<file path="src/rtl/zsf_pkg.sv">
package zsf_pkg;

   typedef enum logic [2:0] {
      TY_HDR  = 3'b001,
      TY_ADC  = 3'b010,
      TY_TIME = 3'b011,
      TY_TRL  = 3'b100
   } word_type_e;

   // builds a 16-bit word: even-parity bit, type code, 12-bit payload
   function automatic logic [15:0] zsf_word(word_type_e ty, logic [11:0] payload);
      logic [14:0] body;
      body = {ty, payload};
      return {^body, body};
   endfunction

endpackage

</file>
<file path="src/rtl/zsf_delay_line.sv">
module zsf_delay_line #(
   parameter int W      = 10,
   parameter int STAGES = 100,
   localparam int SEL_W = $clog2(STAGES)
) (
   input  logic             clk,
   input  logic             rst_n,
   input  logic [W-1:0]     din,
   input  logic [SEL_W-1:0] sel,
   output logic [W-1:0]     dout
);

   logic [W-1:0]     sr [STAGES];
   logic [SEL_W-1:0] sel_c;
   logic             past_ok;

   initial begin : p_param_check
      assert (STAGES >= 2) else $error("STAGES must be at least 2");
   end

   generate
      for (genvar g = 0; g < STAGES; g++) begin : g_stage
         if (g == 0) begin : g_head
            always_ff @(posedge clk or negedge rst_n)
               if (!rst_n) sr[g] <= '0;
               else        sr[g] <= din;
         end else begin : g_body
            always_ff @(posedge clk or negedge rst_n)
               if (!rst_n) sr[g] <= '0;
               else        sr[g] <= sr[g-1];
         end
      end
   endgenerate

   assign sel_c = (sel > SEL_W'(STAGES - 1)) ? SEL_W'(STAGES - 1) : sel;
   assign dout  = sr[sel_c];

   always_ff @(posedge clk or negedge rst_n)
      if (!rst_n) past_ok <= 1'b0;
      else        past_ok <= 1'b1;

   AST_TAP0_IS_PREV: assert property (@(posedge clk) disable iff (!rst_n)
      (past_ok && sel == '0) |-> dout == $past(din));

endmodule

</file>
<file path="src/rtl/zsf_window_ctrl.sv">
module zsf_window_ctrl #(
   parameter int MAX_BINS     = 1024,
   parameter int DEFAULT_BINS = 1020,
   parameter int EVENTS       = 5,
   localparam int BIN_W = $clog2(MAX_BINS),
   localparam int LEN_W = $clog2(MAX_BINS + 1),
   localparam int EVT_W = $clog2(EVENTS + 1)
) (
   input  logic             clk,
   input  logic             rst_n,
   input  logic             trig,
   input  logic [LEN_W-1:0] cfg_count,
   output logic             start,
   output logic             in_win,
   output logic             last,
   output logic             trail,
   output logic [BIN_W-1:0] bin,
   output logic [EVT_W-1:0] evt
);

   typedef enum logic [1:0] {S_IDLE, S_WIN, S_TRL} state_e;

   state_e           state;
   logic [LEN_W-1:0] len_q;
   logic [LEN_W-1:0] len_eff;

   initial begin : p_param_check
      assert (DEFAULT_BINS >= 1 && DEFAULT_BINS <= MAX_BINS) else $error("bad DEFAULT_BINS");
      assert (EVENTS >= 1) else $error("EVENTS must be positive");
   end

   always_comb begin
      if (cfg_count == '0)                   len_eff = LEN_W'(DEFAULT_BINS);
      else if (cfg_count > LEN_W'(MAX_BINS)) len_eff = LEN_W'(MAX_BINS);
      else                                   len_eff = cfg_count;
   end

   assign start  = (state == S_IDLE) && trig;
   assign in_win = (state == S_WIN);
   assign trail  = (state == S_TRL);
   assign last   = in_win && (LEN_W'(bin) == len_q - LEN_W'(1));

   always_ff @(posedge clk or negedge rst_n) begin
      if (!rst_n) begin
         state <= S_IDLE;
         bin   <= '0;
         len_q <= '0;
         evt   <= EVT_W'(1);
      end else begin
         unique case (state)
            S_IDLE: if (trig) begin
               state <= S_WIN;
               bin   <= '0;
               len_q <= len_eff;
               evt   <= (evt == EVT_W'(EVENTS)) ? EVT_W'(1) : evt + 1'b1;
            end
            S_WIN: begin
               if (last) state <= S_TRL;
               else      bin   <= bin + 1'b1;
            end
            default: state <= S_IDLE;
         endcase
      end
   end

   AST_TRIG_IGNORED: assert property (@(posedge clk) disable iff (!rst_n)
      (in_win && trig && !last) |=> (in_win && bin == $past(bin) + 1'b1));
   AST_TRAIL_FOLLOWS: assert property (@(posedge clk) disable iff (!rst_n)
      last |=> trail);
   AST_TRAIL_SINGLE: assert property (@(posedge clk) disable iff (!rst_n)
      trail |=> (!trail && !in_win));
   AST_EVT_RANGE: assert property (@(posedge clk) disable iff (!rst_n)
      (evt >= EVT_W'(1) && evt <= EVT_W'(EVENTS)));

endmodule

</file>
<file path="src/rtl/zs_channel_framer.sv">
module zs_channel_framer #(
   parameter int SAMPLE_W     = 10,
   parameter int MAX_STAGES   = 100,
   parameter int MAX_BINS     = 1024,
   parameter int DEFAULT_BINS = 1020,
   parameter int EVENTS       = 5,
   parameter int CNT_W        = 10,
   localparam int LAT_W = $clog2(MAX_STAGES),
   localparam int BIN_W = $clog2(MAX_BINS),
   localparam int LEN_W = $clog2(MAX_BINS + 1),
   localparam int EVT_W = $clog2(EVENTS + 1)
) (
   input  logic                clk,
   input  logic                rst_n,
   input  logic [SAMPLE_W-1:0] sample_in,
   input  logic                trig,
   input  logic [LAT_W-1:0]    cfg_latency,
   input  logic [LEN_W-1:0]    cfg_count,
   input  logic [SAMPLE_W-1:0] cfg_threshold,
   input  logic [5:0]          cfg_module,
   input  logic [4:0]          cfg_channel,
   input  logic                wr_full,
   output logic [1:0]          wr_en,
   output logic [31:0]         wr_data,
   output logic                overflow
);
   import zsf_pkg::*;

   logic [SAMPLE_W-1:0] dly;
   logic                start, in_win, last, trail, keep;
   logic [BIN_W-1:0]    bin;
   logic [EVT_W-1:0]    evt;
   logic [CNT_W-1:0]    pairs;
   logic [1:0]          want_en;
   logic [31:0]         want_data;

   initial begin : p_param_check
      assert (SAMPLE_W <= 12 && BIN_W <= 12 && CNT_W <= 12 && EVT_W <= 12)
         else $error("payload fields exceed 12 bits");
   end

   zsf_delay_line #(.W(SAMPLE_W), .STAGES(MAX_STAGES)) u_dly (
      .clk(clk), .rst_n(rst_n), .din(sample_in), .sel(cfg_latency), .dout(dly));

   zsf_window_ctrl #(.MAX_BINS(MAX_BINS), .DEFAULT_BINS(DEFAULT_BINS), .EVENTS(EVENTS)) u_ctl (
      .clk(clk), .rst_n(rst_n), .trig(trig), .cfg_count(cfg_count),
      .start(start), .in_win(in_win), .last(last), .trail(trail), .bin(bin), .evt(evt));

   assign keep = in_win && (dly > cfg_threshold);

   always_comb begin
      want_en   = 2'b00;
      want_data = '0;
      if (start) begin
         want_en   = 2'b11;
         want_data = {zsf_word(TY_HDR, 12'(evt)),
                      zsf_word(TY_HDR, {1'b0, cfg_module, cfg_channel})};
      end else if (keep) begin
         want_en   = 2'b11;
         want_data = {zsf_word(TY_TIME, 12'(bin)), zsf_word(TY_ADC, 12'(dly))};
      end else if (trail) begin
         want_en   = 2'b01;
         want_data = {16'h0000, zsf_word(TY_TRL, 12'(pairs))};
      end
   end

   always_ff @(posedge clk or negedge rst_n) begin
      if (!rst_n) begin
         wr_en    <= 2'b00;
         wr_data  <= '0;
         overflow <= 1'b0;
         pairs    <= '0;
      end else begin
         wr_en   <= 2'b00;
         wr_data <= '0;
         if (want_en != 2'b00) begin
            if (wr_full) overflow <= 1'b1;
            else begin
               wr_en   <= want_en;
               wr_data <= want_data;
            end
         end
         if (start)
            pairs <= '0;
         else if (keep && !wr_full && pairs != {CNT_W{1'b1}})
            pairs <= pairs + 1'b1;
      end
   end

   AST_NO_WRITE_WHEN_FULL: assert property (@(posedge clk) disable iff (!rst_n)
      wr_full |=> wr_en == 2'b00);
   AST_OVF_STICKY: assert property (@(posedge clk) disable iff (!rst_n)
      overflow |=> overflow);
   AST_EVEN_PARITY_L0: assert property (@(posedge clk) disable iff (!rst_n)
      wr_en[0] |-> !(^wr_data[15:0]));
   AST_EVEN_PARITY_L1: assert property (@(posedge clk) disable iff (!rst_n)
      wr_en[1] |-> !(^wr_data[31:16]));
   AST_TIME_AFTER_ADC: assert property (@(posedge clk) disable iff (!rst_n)
      (wr_en == 2'b11 && wr_data[14:12] == TY_ADC) |-> wr_data[30:28] == TY_TIME);
   AST_ABOVE_THRESHOLD: assert property (@(posedge clk) disable iff (!rst_n)
      (wr_en == 2'b11 && wr_data[14:12] == TY_ADC)
         |-> wr_data[SAMPLE_W-1:0] > $past(cfg_threshold));
   AST_TRAILER_LANE0: assert property (@(posedge clk) disable iff (!rst_n)
      (wr_en == 2'b01) |-> (wr_data[14:12] == TY_TRL && wr_data[31:16] == 16'h0000));

endmodule

</file>
<file path="config.mk">
export PLATFORM = sky130hd
export DESIGN_NAME = zs_channel_framer
export DESIGN_NICKNAME = d
export VERILOG_FILES = /design/src/rtl/zsf_pkg.sv /design/src/rtl/zsf_delay_line.sv /design/src/rtl/zsf_window_ctrl.sv /design/src/rtl/zs_channel_framer.sv
export SDC_FILE = /design/constraint.sdc
export NUM_CORES = 1
export LEC_CHECK = 0
export BUFFER_PORTS_ARGS = -buffer_cell sky130_fd_sc_hd__buf_2
export CORE_ASPECT_RATIO = 1.4
export CORE_MARGIN = 2
export CORE_UTILIZATION = 46
export CTS_BUF_LIST = sky130_fd_sc_hd__clkbuf_2 sky130_fd_sc_hd__clkbuf_4 sky130_fd_sc_hd__clkbuf_8
export DETAILED_ROUTE_END_ITERATION = 12
export PLACE_DENSITY_LB_ADDON = 0.12
export SLEW_MARGIN = 20
export SYNTH_ARGS = -nofsm -noshare
export SYNTH_HDL_FRONTEND = slang
export SYNTH_HIERARCHICAL = 1
export SYNTH_SLANG_ARGS = --single-unit
export TNS_END_PERCENT = 20
</file>
<file path="constraint.sdc">
create_clock -name clk -period 3.81 [get_ports clk]
set_input_delay 0.381 -clock clk [delete_from_list [all_inputs] [get_ports clk]]
set_output_delay 0.381 -clock clk [all_outputs]
set_load 0.005 [all_outputs]
</file>
## Word level (Yosys, flattened, before mapping)

Cells that the tools add are included.

| cells by class | value |
|---|---|
| $add $sub $neg | 4 |
| magnitude comparators | 4 |
| eq/ne operators | 8 |
| multiplexer cells | 25 |
| bitwise gates (word level) | 1 |
| reduce and logical (&&, ||, !) cells | 20 |

Operators with widths:

| operator | number |
|---|---|
| $mux 32 | 4 |
| $reduce_xor 15->1 | 5 |
| $bmux 10 s7 | 1 |
| $mux 10 | 6 |
| $mux 11 | 2 |
| $add 10x1->10 const B | 2 |
| $pmux 10 s2 | 1 |
| $mux 16 | 1 |
| $mux 2 | 6 |
| $eq 10x11->1 | 1 |
| $gt 11x11->1 const B | 1 |
| $logic_not 11->1 | 1 |
| $sub 11x1->11 const B | 1 |
| $gt 10x10->1 | 1 |
| $ne 10x10->1 const B | 1 |
| $ge 8x8->1 const B | 1 |
| $not 7->8 | 1 |
| $gt 7x7->1 const B | 1 |
| $mux 7 | 1 |
| $reduce_and 2->1 | 3 |
| $reduce_bool 2->1 | 3 |
| $logic_and 1x1->1 | 5 |
| $ne 2x2->1 const B | 2 |
| $pmux 2 s2 | 1 |
| 10 further kinds | 10 |

| storage, ports and cells | value |
|---|---|
| bits in registers | 1071 |
| input port bits | 53 |
| output and inout port bits | 35 |
| word-level logic and storage cells | 170 |

## Logic depth before layout (Yosys ltp)

Gate-level depths: netlist of run 1.

| depth | value |
|---|---|
| word-level depth | 12 |
| depth in mapped cells | 21 |
| gate-level depth less buffers | 14 |

## By module

The synthesis of run 1 kept the hierarchy.

By module, submodules not included:

| module | times used | cells each | area an instance (sq um) | seq. area each (sq um) |
|---|---|---|---|---|
| zsf_delay_line | 1 | 2474 | 34271.6 | 25024.0 |
| zs_channel_framer | 1 | 242 | 2532.4 | 975.9 |
| zsf_window_ctrl | 1 | 181 | 1606.5 | 651.9 |

## Worst setup path before layout of run 1

No wires, ideal clock.

| timing path | value |
|---|---|
| path kind | input -> register |
| from | input port cfg_latency[2] |
| to | register wr_data[16] |
| library setup time | 0.136 ns |
| data arrival time | 3.857 ns |
| required time | 3.674 ns |
| setup slack | -0.183 ns |
| stages on the path | 19 |
| buffers on the path | 6 |
| cell sequence | buf_4 > o311a_4 > nor2_4 > buf_6 > buf_8 > buf_6 > nand2_1 > a31oi_1 > a32oi_1 > a211o_1 > a21oi_1 > ha_1 > a21oi_1 > o21ai_1 > a2111o_1 > buf_6 > a211oi_4 > buf_6 > nor3_1 |

| on the way | value |
|---|---|
| cells in the longest elaborated chain, start to end | 12 |
| elaborated cells on any way between the ends | 15 |
| those cells by class | 2 x order compare; 10 x mux; 1 x bitwise; 2 x reduce/logical |

Ends and longest elaborated chain:

| item | line | RTL |
|---|---|---|
| start, declared | zs_channel_framer.sv:17 | `input logic [LAT_W-1:0] cfg_latency,` |
| $gt 7x7->1 | zsf_delay_line.sv:35 | `assign sel_c = (sel > SEL_W'(STAGES - 1)) ? SEL_W'(STAGES - 1) : sel;` |
| $mux 7 (*) | zsf_delay_line.sv:35 |  |
| $not 7->8 (implied by the code) (*) | zsf_delay_line.sv:36 | `assign dout = sr[sel_c];` |
| $bmux 10 s7 (*) | zsf_delay_line.sv:36 |  |
| $mux 10 (implied by the code) (*) (2 in series) | zsf_delay_line.sv:36 |  |
| net dly[3] | zs_channel_framer.sv:29 | `logic [SAMPLE_W-1:0] dly;` |
| $gt 10x10->1 (*) | zs_channel_framer.sv:49 | `assign keep = in_win && (dly > cfg_threshold);` |
| $logic_and 1x1->1 (*) | zs_channel_framer.sv:49 |  |
| $mux 32 / $mux 2 (equally long branches) | zs_channel_framer.sv:58 | `end else if (keep) begin` |
| $mux 32 / $mux 2 (equally long branches) | zs_channel_framer.sv:54 | `if (start) begin` |
| $mux 32 / $reduce_bool 2->1 (equally long branches) | zs_channel_framer.sv:77, zs_channel_framer.sv:76 |  |
| $mux 32 (*) | zs_channel_framer.sv:76 | `if (want_en != 2'b00) begin` |
| end signal, assigned | zs_channel_framer.sv:80 | `wr_data <= want_data;` |
| end, declared | zs_channel_framer.sv:24 | `output logic [31:0] wr_data,` |

Mark *: on every way through the listed nets, which the timed path passes. The rest lies on a longest branch. The select of a mux whose other input is x is not followed.
A chain may end at the register's enable or synchronous reset.

## Worst setup path in the final report of run 1

| timing path | value |
|---|---|
| from | input port cfg_latency[2] |
| to | register wr_data[15] |

| on the way | value |
|---|---|
| cells in the longest elaborated chain, start to end | 12 |
| elaborated cells on any way between the ends | 16 |
| those cells by class | 2 x order compare; 10 x mux; 1 x bitwise; 3 x reduce/logical |

Ends and longest elaborated chain:

| item | line |
|---|---|
| $gt 7x7->1 | zsf_delay_line.sv:35 |
| $mux 7 (*) | zsf_delay_line.sv:35 |
| $not 7->8 (implied by the code) (*) | zsf_delay_line.sv:36 |
| $bmux 10 s7 (*) | zsf_delay_line.sv:36 |
| $mux 10 (implied by the code) (*) (2 in series) | zsf_delay_line.sv:36 |
| net dly[7] | zs_channel_framer.sv:29 |
| $gt 10x10->1 | zs_channel_framer.sv:49 |
| $logic_and 1x1->1 | zs_channel_framer.sv:49 |
| $mux 32 / $mux 2 (equally long branches) | zs_channel_framer.sv:58 |
| $mux 32 / $mux 2 (equally long branches) | zs_channel_framer.sv:54 |
| $mux 32 / $reduce_bool 2->1 (equally long branches) | zs_channel_framer.sv:77, zs_channel_framer.sv:76 |
| $mux 32 (*) | zs_channel_framer.sv:76 |

Marks and branches as above.

==> reports/results.tsv, run 1 <==
stage	metric	value	unit
drt	ant_nets	0	
critical_path	cp-start-kind	input pin	
flow_run	maxCapViolations	0	
synth	ys_warn_count	6	
critical_path	required	4.48	ns
drt	firstDrtPassIters	5	
timing	setup_slack	-0.0489	ns
timing	rsz0062_at_grt	true	
floorplan	die_area	85800	um^2
finish	nNetsFinal	3405	
min_path	hold_path_class	input pin to flop	
drt	wire_per_inst	23.2	um
timing	tightest_slew	0.907	ns
cts	cts_sinks	1065	
cts	numCtsBuffers	161	
timing	fin_setup_tns	-0.316	ns
timing	hold_viol_final	0	
power_and_ir_drop	power.density	543	nW/um^2
drt	finalWirelength	106000	um
run_status	violations	negative setup slack	
grt	grt_pass1_vias	27700	
cts	ctsRootBufferMaster	clkbuf_8	
floorplan	num_io_pins	88	
timing	period_needed	3.86	ns
drt	wl_met3	4510	um
power_and_ir_drop	vdd_drop_max	0.000400	V
grt	grt_usage	24.9	%
cts	clock_path_buffers	3	
cts	insertion_delay	0.83	ns
cts	clk_pin_slew	0.06	ns
grt	grt_pass1_wl	163000	um
synth	synthCells	2896	
timing	final-setup-viol-count	9	
drt	drt_iter0_drc	1922	
timing	maxSlewViolCount	0	
drt	met1_length	43400	um
drt	drc_errors	0	
timing	slew_headroom	39.6	%
drt	wl_met2	54000	um
grt	grt_overflow	0	
power_and_ir_drop	total_leakage_power	21.7	nW
grt	grt_max_degree	163	
placement	hpwl	68600	um
synth	syn_area	38400	um^2
critical_path	critical_path_arrival	4.53	ns
drt	viasPerCell	5.65	
timing	fin_skew	0.0374	ns
timing	period_share	101	%
critical_path	critical_path_class	input pin to flop	
floorplan	die_w	248	um
floorplan	rows	125	
placement	placed_area	42300	um^2
floorplan	start_util	46.3	%
run_status	status	finished, violations left	
placement	gp_congestion	0.844	
critical_path	end_kind	flop	
floorplan	core-area	82900	um^2
synth	synth.avg_cell_area	13.3	um^2
finish	drive_gt1_share	26.0	%
drt	route.top_layer_used	met4	
drt	num_vias	25700	
critical_path	worstPathMaxFanout	9	
finish	area_growth	22.7	%
placement	portBuffers	83	
floorplan	dieHeight	346	um
grt	grt_antenna_before_repair	3	
cts	cts_tree	built	
timing	fmax	0.259	GHz
cts	htreeDepth	4	
finish	fin_area	47100	um^2
## flip-flops by register name, summed over array words and instances (netlist names)
| signal | cells |
|---|---|
| u_ctl/state | 2 |
| u_ctl/evt | 3 |
| u_ctl/len_q | 11 |
| pairs | 10 |
| wr_data | 27 |
| u_ctl/bin | 10 |
| overflow | 1 |
| u_dly/sr | 1000 |
| wr_en | 1 |
## layout make-up
class,count,area [um^2]
Antenna cell,3,7.51
Fill cell,6756,35800
Timing Repair Buffer,465,4160
Tap cell,1079,1350
Sequential cell,1065,26700
Inverter,26,97.6
Clock inverter,23,209
Multi-Input combinational cell,1616,11300
Clock buffer,269,3340
## metrics by stage
stage	util [%]	power (mW)	instances	worst slack [ns]	hold slack, ns
4_1_cts	55.9	25.7	4515	0.00124	0.114
5_1_grt	56.8	26.7	4545	-0.101	0.138
3_5_place_dp	51.0	15.5	4185	-0.995	0.248
6_report	56.8	25.6	4546	-0.0489	0.195
2_1_floorplan	-	14.0	2899	-0.0517	0.0854
3_3_place_gp	51.0	15.4	4185	-1.01	0.248
## metal layers
metal,global-route usage [%],vias to the layer above
met5,0,-
li1,-,11300
met1,31.8,13400
met3,4.29,208
met4,10.3,0
met2,41.7,704
## worst max-delay path, cell delays in order
cell,delay (ns)
buf_4,0.16
buf_4,0.16
buf_4,0.14
o311ai_4,0.29
buf_12,0.16
buf_4,0.14
o21ai_4,0.08
buf_12,0.15
a32o_1,0.21
o21ai_1,0.12
a21oi_1,0.08
a211o_1,0.37
a32oi_2,0.22
ha_1,0.29
buf_4,0.15
and4_1,0.18
a2111o_1,0.47
buf_6,0.15
a211oi_4,0.33
clkbuf_16,0.23
a211oi_1,0.05
## placed cells by master, fill, tap and decap left out, types with 11 or more instances in the layout
cell type and n:
a211oi_1 47, a21oi_1 129, a31oi_1 30, a32oi_1 33
and2_1 22, and3_1 47, buf_12 45, buf_2 80
buf_4 282, clkbuf_4 58, clkbuf_8 211, dfrtp_1 1064
dlygate4sd3_1 38, ha_1 12, inv_1 23, mux2_2 37
mux2i_1 114, mux4_2 11, nand2_1 311, nand3_1 97
nand4_1 17, nor2_1 85, nor2b_1 18, nor3_1 17
o211ai_1 29, o21ai_0 110, o21ai_1 19, o221ai_1 94
or3_1 31, xnor2_1 29, xor2_1 13
## final timing paths
| check | start | end | slack, ns | depth (start not counted) |
|---|---|---|---|---|
| setup / recovery | cfg_latency[2] | wr_data[15] | -0.05 | 21 |
| hold / removal | sample_in[3] | u_dly/sr[993] | 0.19 | 2 |
| setup reg to reg | u_dly/sr[341] | wr_data[15] | -0.01 | 16 |
| hold reg to reg | u_dly/sr[619] | u_dly/sr[609] | 0.35 | 0 |
| max in group asynchronous | rst_n | u_dly/sr[610] | 2.06 | 5 |
| min in group asynchronous | rst_n | u_dly/sr[361] | 0.59 | 3 |
## report_power, final
part | leakage [nW] | internal, mW | switching, mW
logic | 6.12 | 1.47 | 1.95
registers | 13.7 | 11.7 | 0.363
clock network | 1.87 | 5.66 | 4.40
total | 21.7 | 18.9 | 6.71
## what timing repair did
item / 4_1_cts / 5_1_grt
hold endpoints to repair: 800 / 0
gates cloned: 0 / 5
resized for setup: 23 / 81
hold buffers: 38 / 0
endpoints found under the setup margin: 37 / 37
pin swaps: 12 / 59
setup buffers: 0 / 24
Note: power is estimated with default switching activity, not from simulation.
==> inputs of run 2 (changes only) <==
SYNTH_HIERARCHICAL = not set   (was 1)
==> reports/results.tsv, run 2 <==
stage	metric	value	unit	change
floorplan	core-area	82900	um^2	unchanged
finish	largest-register	u_dly.sr		was u_dly/sr
drt	viasPerCell	5.61		was 5.65
placement	dp_worst_setup_slack	-1.28	ns	was -0.995 ns
floorplan	rows	125		unchanged
cts	clk_pin_slew	0.06	ns	about the same
min_path	worstHoldStart	trig		was sample_in[3]
drt	ant_nets	0		unchanged
drt	num_vias	25800		was 25.7k
power_and_ir_drop	power.density	514	nW/um^2	was 543 nW/um^2
drt	drc_errors	0		unchanged
timing	tightest_slew	0.913	ns	was 0.907 ns
synth	synthCells	2842		was 2,896
finish	nNetsFinal	3459		was 3,405
timing	fin_skew	0.0316	ns	was 0.0374 ns
finish	reg_top3	u_dly.sr x1000, wr_data x27, u_ctl.len_q x11		was u_dly/sr x1000, wr_data x27, u_ctl/len_q x11
placement	placed_area	43200	um^2	was 42,300 um^2
power_and_ir_drop	power.total	24.4	mW	was 25.6 mW
power_and_ir_drop	clockPowerShare	41.0	%	was 39.3%
power_and_ir_drop	intPower	18.2	mW	was 18.9 mW
drt	finalWirelength	109000	um	was 106,000 um
synth	ys_seq_elements	1065		
timing	period_needed	4.20	ns	was 3.86 ns
drt	drt_iter0_drc	1799		was 1,922
finish	layout_commonest_cell	dfrtp_1		unchanged
synth	synth.most_common_cell	dfrtp_1		
critical_path	end_kind	flop		unchanged
grt	grt_use_met1	34.0	%	was 31.8%
critical_path	crit_start	cfg_latency[2]		unchanged
timing	timing.hold.ws	0.140	ns	was 0.195 ns
critical_path	critical_path_arrival	4.88	ns	was 4.53 ns
timing	setup_slack	-0.385	ns	was -0.0489 ns
synth	synthArstFlopShare	100	%	
flow_run	maxCapViolations	0		unchanged
cts	cts_sinks	1065		unchanged
finish	multi_input_area	11000	um^2	was 11,300 um^2
power_and_ir_drop	vdd_drop_max	0.000331	V	was 0.000400 V
run_status	violations	negative setup slack		unchanged
grt	grt_overflow	0		unchanged
finish	fillCellCount	6746		was 6,756
finish	layout_common_cells	dfrtp_1, buf_4, nand2_1		was dfrtp_1, nand2_1, buf_4
critical_path	reg2reg_from	u_dly.sr[373]		was u_dly/sr[341]
grt	grt.busiest_layer	met2		unchanged
cts	ctsRootBufferMaster	clkbuf_8		unchanged
timing	period_share	110	%	was 101%
min_path	hold_path_class	input pin to flop		unchanged
placement	hpwl	74400	um	was 68,600 um
grt	grt_max_degree	106		was 163
power_and_ir_drop	total_leakage_power	22.3	nW	was 21.7 nW
synth	ys_top_cells_by_area	dfrtp_1, mux2i_1, nand2_1, mux4_2, o21ai_0		
floorplan	die_area	85800	um^2	about the same
floorplan	dieHeight	346	um	about the same
grt	grt_antenna_before_repair	3		unchanged
finish	area_growth	23.3	%	was 22.7%
power_and_ir_drop	switching_share	25.2	%	was 26.2%
cts	insertion_delay	0.82	ns	was 0.83 ns
placement	gp_congestion	0.877		was 0.844
timing	rsz0062_at_grt	true		unchanged
power_and_ir_drop	power_frac_comb	10.3	%	was 13.4%
grt	grt_pass1_wl	169000	um	was 163,000 um
grt	grt_pass1_vias	28000		was 27.7k
finish	largest_reg_flops	1000		unchanged
synth	synth_top_area_share	69.3	%	
timing	maxSlewViolCount	0		unchanged
synth	synthDistinctLibCells	94		
grt	grt_usage	26.1	%	was 24.9%
cts	cts_tree	built		unchanged
synth	yosys.area.top_type	dfrtp_1		
timing	fmax	0.238	GHz	was 0.259 GHz
critical_path	worstPathMaxFanout	14		was 9
floorplan	num_io_pins	88		unchanged
timing	slew_headroom	39.2	%	was 39.6%
synth	synth.avg_cell_area	13.5	um^2	was 13.3 um^2
drt	wire_per_inst	23.7	um	was 23.2 um
drt	firstDrtPassIters	5		unchanged
cts	clock_path_buffers	3		unchanged
synth	yosys_most_used_dff	dfrtp_1		
critical_path	critical_path_class	input pin to flop		unchanged
placement	portBuffers	83		unchanged
synth	yosysSeqAreaShare	69.4	%	
timing	hold_viol_final	0		unchanged
finish	drive_gt1_share	27.8	%	was 26.0%
finish	fin_area	47400	um^2	was 47,100 um^2
grt	met2_usage	42.4	%	was 41.7%
timing	final-setup-viol-count	36		was 9
cts	numCtsBuffers	163		was 161
run_status	status	finished, violations left		unchanged
cts	htreeDepth	4		unchanged
timing	fin_setup_tns	-11.38	ns	was -0.316 ns
critical_path	cp-start-kind	input pin		unchanged
power_and_ir_drop	switchingPower	6.15	mW	was 6.71 mW
synth	synth-edff-count	0		
synth	synthTopCellsByCount	dfrtp_1, nand2_1, mux2i_1		
synth	ys_warn_count	0		was 6
grt	use_met3	4.79	%	was 4.29%
floorplan	start_util	46.3	%	about the same
critical_path	required	4.50	ns	was 4.48 ns
power_and_ir_drop	p_seq_share	48.6	%	was 47.3%
synth	syn_area	38400	um^2	about the same
floorplan	die_w	248	um	about the same
finish	regArea	26700	um^2	about the same
run 2: metal layers:
metal / routed length [um] / vias up
met2: 53600 / 729
met3: 5010 / 280
met5: 21 / -
li1: - / 11300
met4: 5040 / 4
met1: 45100 / 13400
run 2: cell type report:
cell class	count	area share (%)
flip-flops and latches	1065	56.3
multi-input cells	1565	23.3
repair buffers	562	10.0
clock buffers	253	6.69
well taps	1079	2.85
clock inverters	39	0.660
inverters	27	0.214
diodes	1	0.00528
run 2: logic make-up (layout without fill, tap and decap cells):
group	count (synthesis)	after routing	synth area share (%)
compound gates	609	609	11.0
other cells	1	5	0.00977
flops	1065	1065	69.4
xor+xnor	54	54	1.33
mux	198	198	6.30
simple gates	676	678	8.21
buf+inv	217	881	3.01
fa+ha+maj	22	22	0.717
run 2: path summary, 6_finish.rpt:
check,to,slack [ns],cells after the start
worst max-delay path,wr_data[15],-0.39,22
worst min-delay path,u_ctl.len_q[10],0.14,5
worst max register to register,wr_data[15],-0.29,16
worst min register to register,u_dly.sr[964],0.35,0
max in group asynchronous,u_dly.sr[171],2.44,3
min in group asynchronous,u_dly.sr[995],0.24,2
run 2: power by group through the flow:
stage | Clock (mW) | Sequential (mW) | Combinational, mW
floorplan | 0 | 12.0 | 1.23
global placement | 0 | 12.0 | 2.39
detailed placement | 0 | 12.0 | 2.41
CTS | 10.3 | 11.8 | 2.50
global route | 10.8 | 11.9 | 2.72
finish | 10.0 | 11.9 | 2.51
run 2: metrics by stage:
step	instances	utilization, %
finish	4591	57.1
global route	4591	57.1
CTS	4587	57.0
detailed placement	4257	52.1
global placement	4257	52.1
floorplan	2845	-
run 2: critical path, stage by stage:
cell	delay, ns
buf_2	0.16
o311a_4	0.45
nor2_4	0.17
buf_12	0.21
buf_6	0.20
nand3_1	0.09
nand3_1	0.09
a21oi_1	0.08
nor4b_1	0.38
buf_4	0.19
o311ai_4	0.18
ha_1	0.36
a21o_1	0.17
a21o_1	0.15
a21o_1	0.15
a21o_1	0.15
a21o_1	0.15
a21o_1	0.18
a221oi_4	0.35
nor2_2	0.16
buf_4	0.16
a2111oi_2	0.30
run 2: timing repair:
action,4_1_cts,5_1_grt
pin swaps,21,5
hold buffers,36,0
gates cloned,0,2
endpoints found under the setup margin,36,36
resized for setup,38,25
setup buffers,2,1
endpoints found under the hold margin,101,0
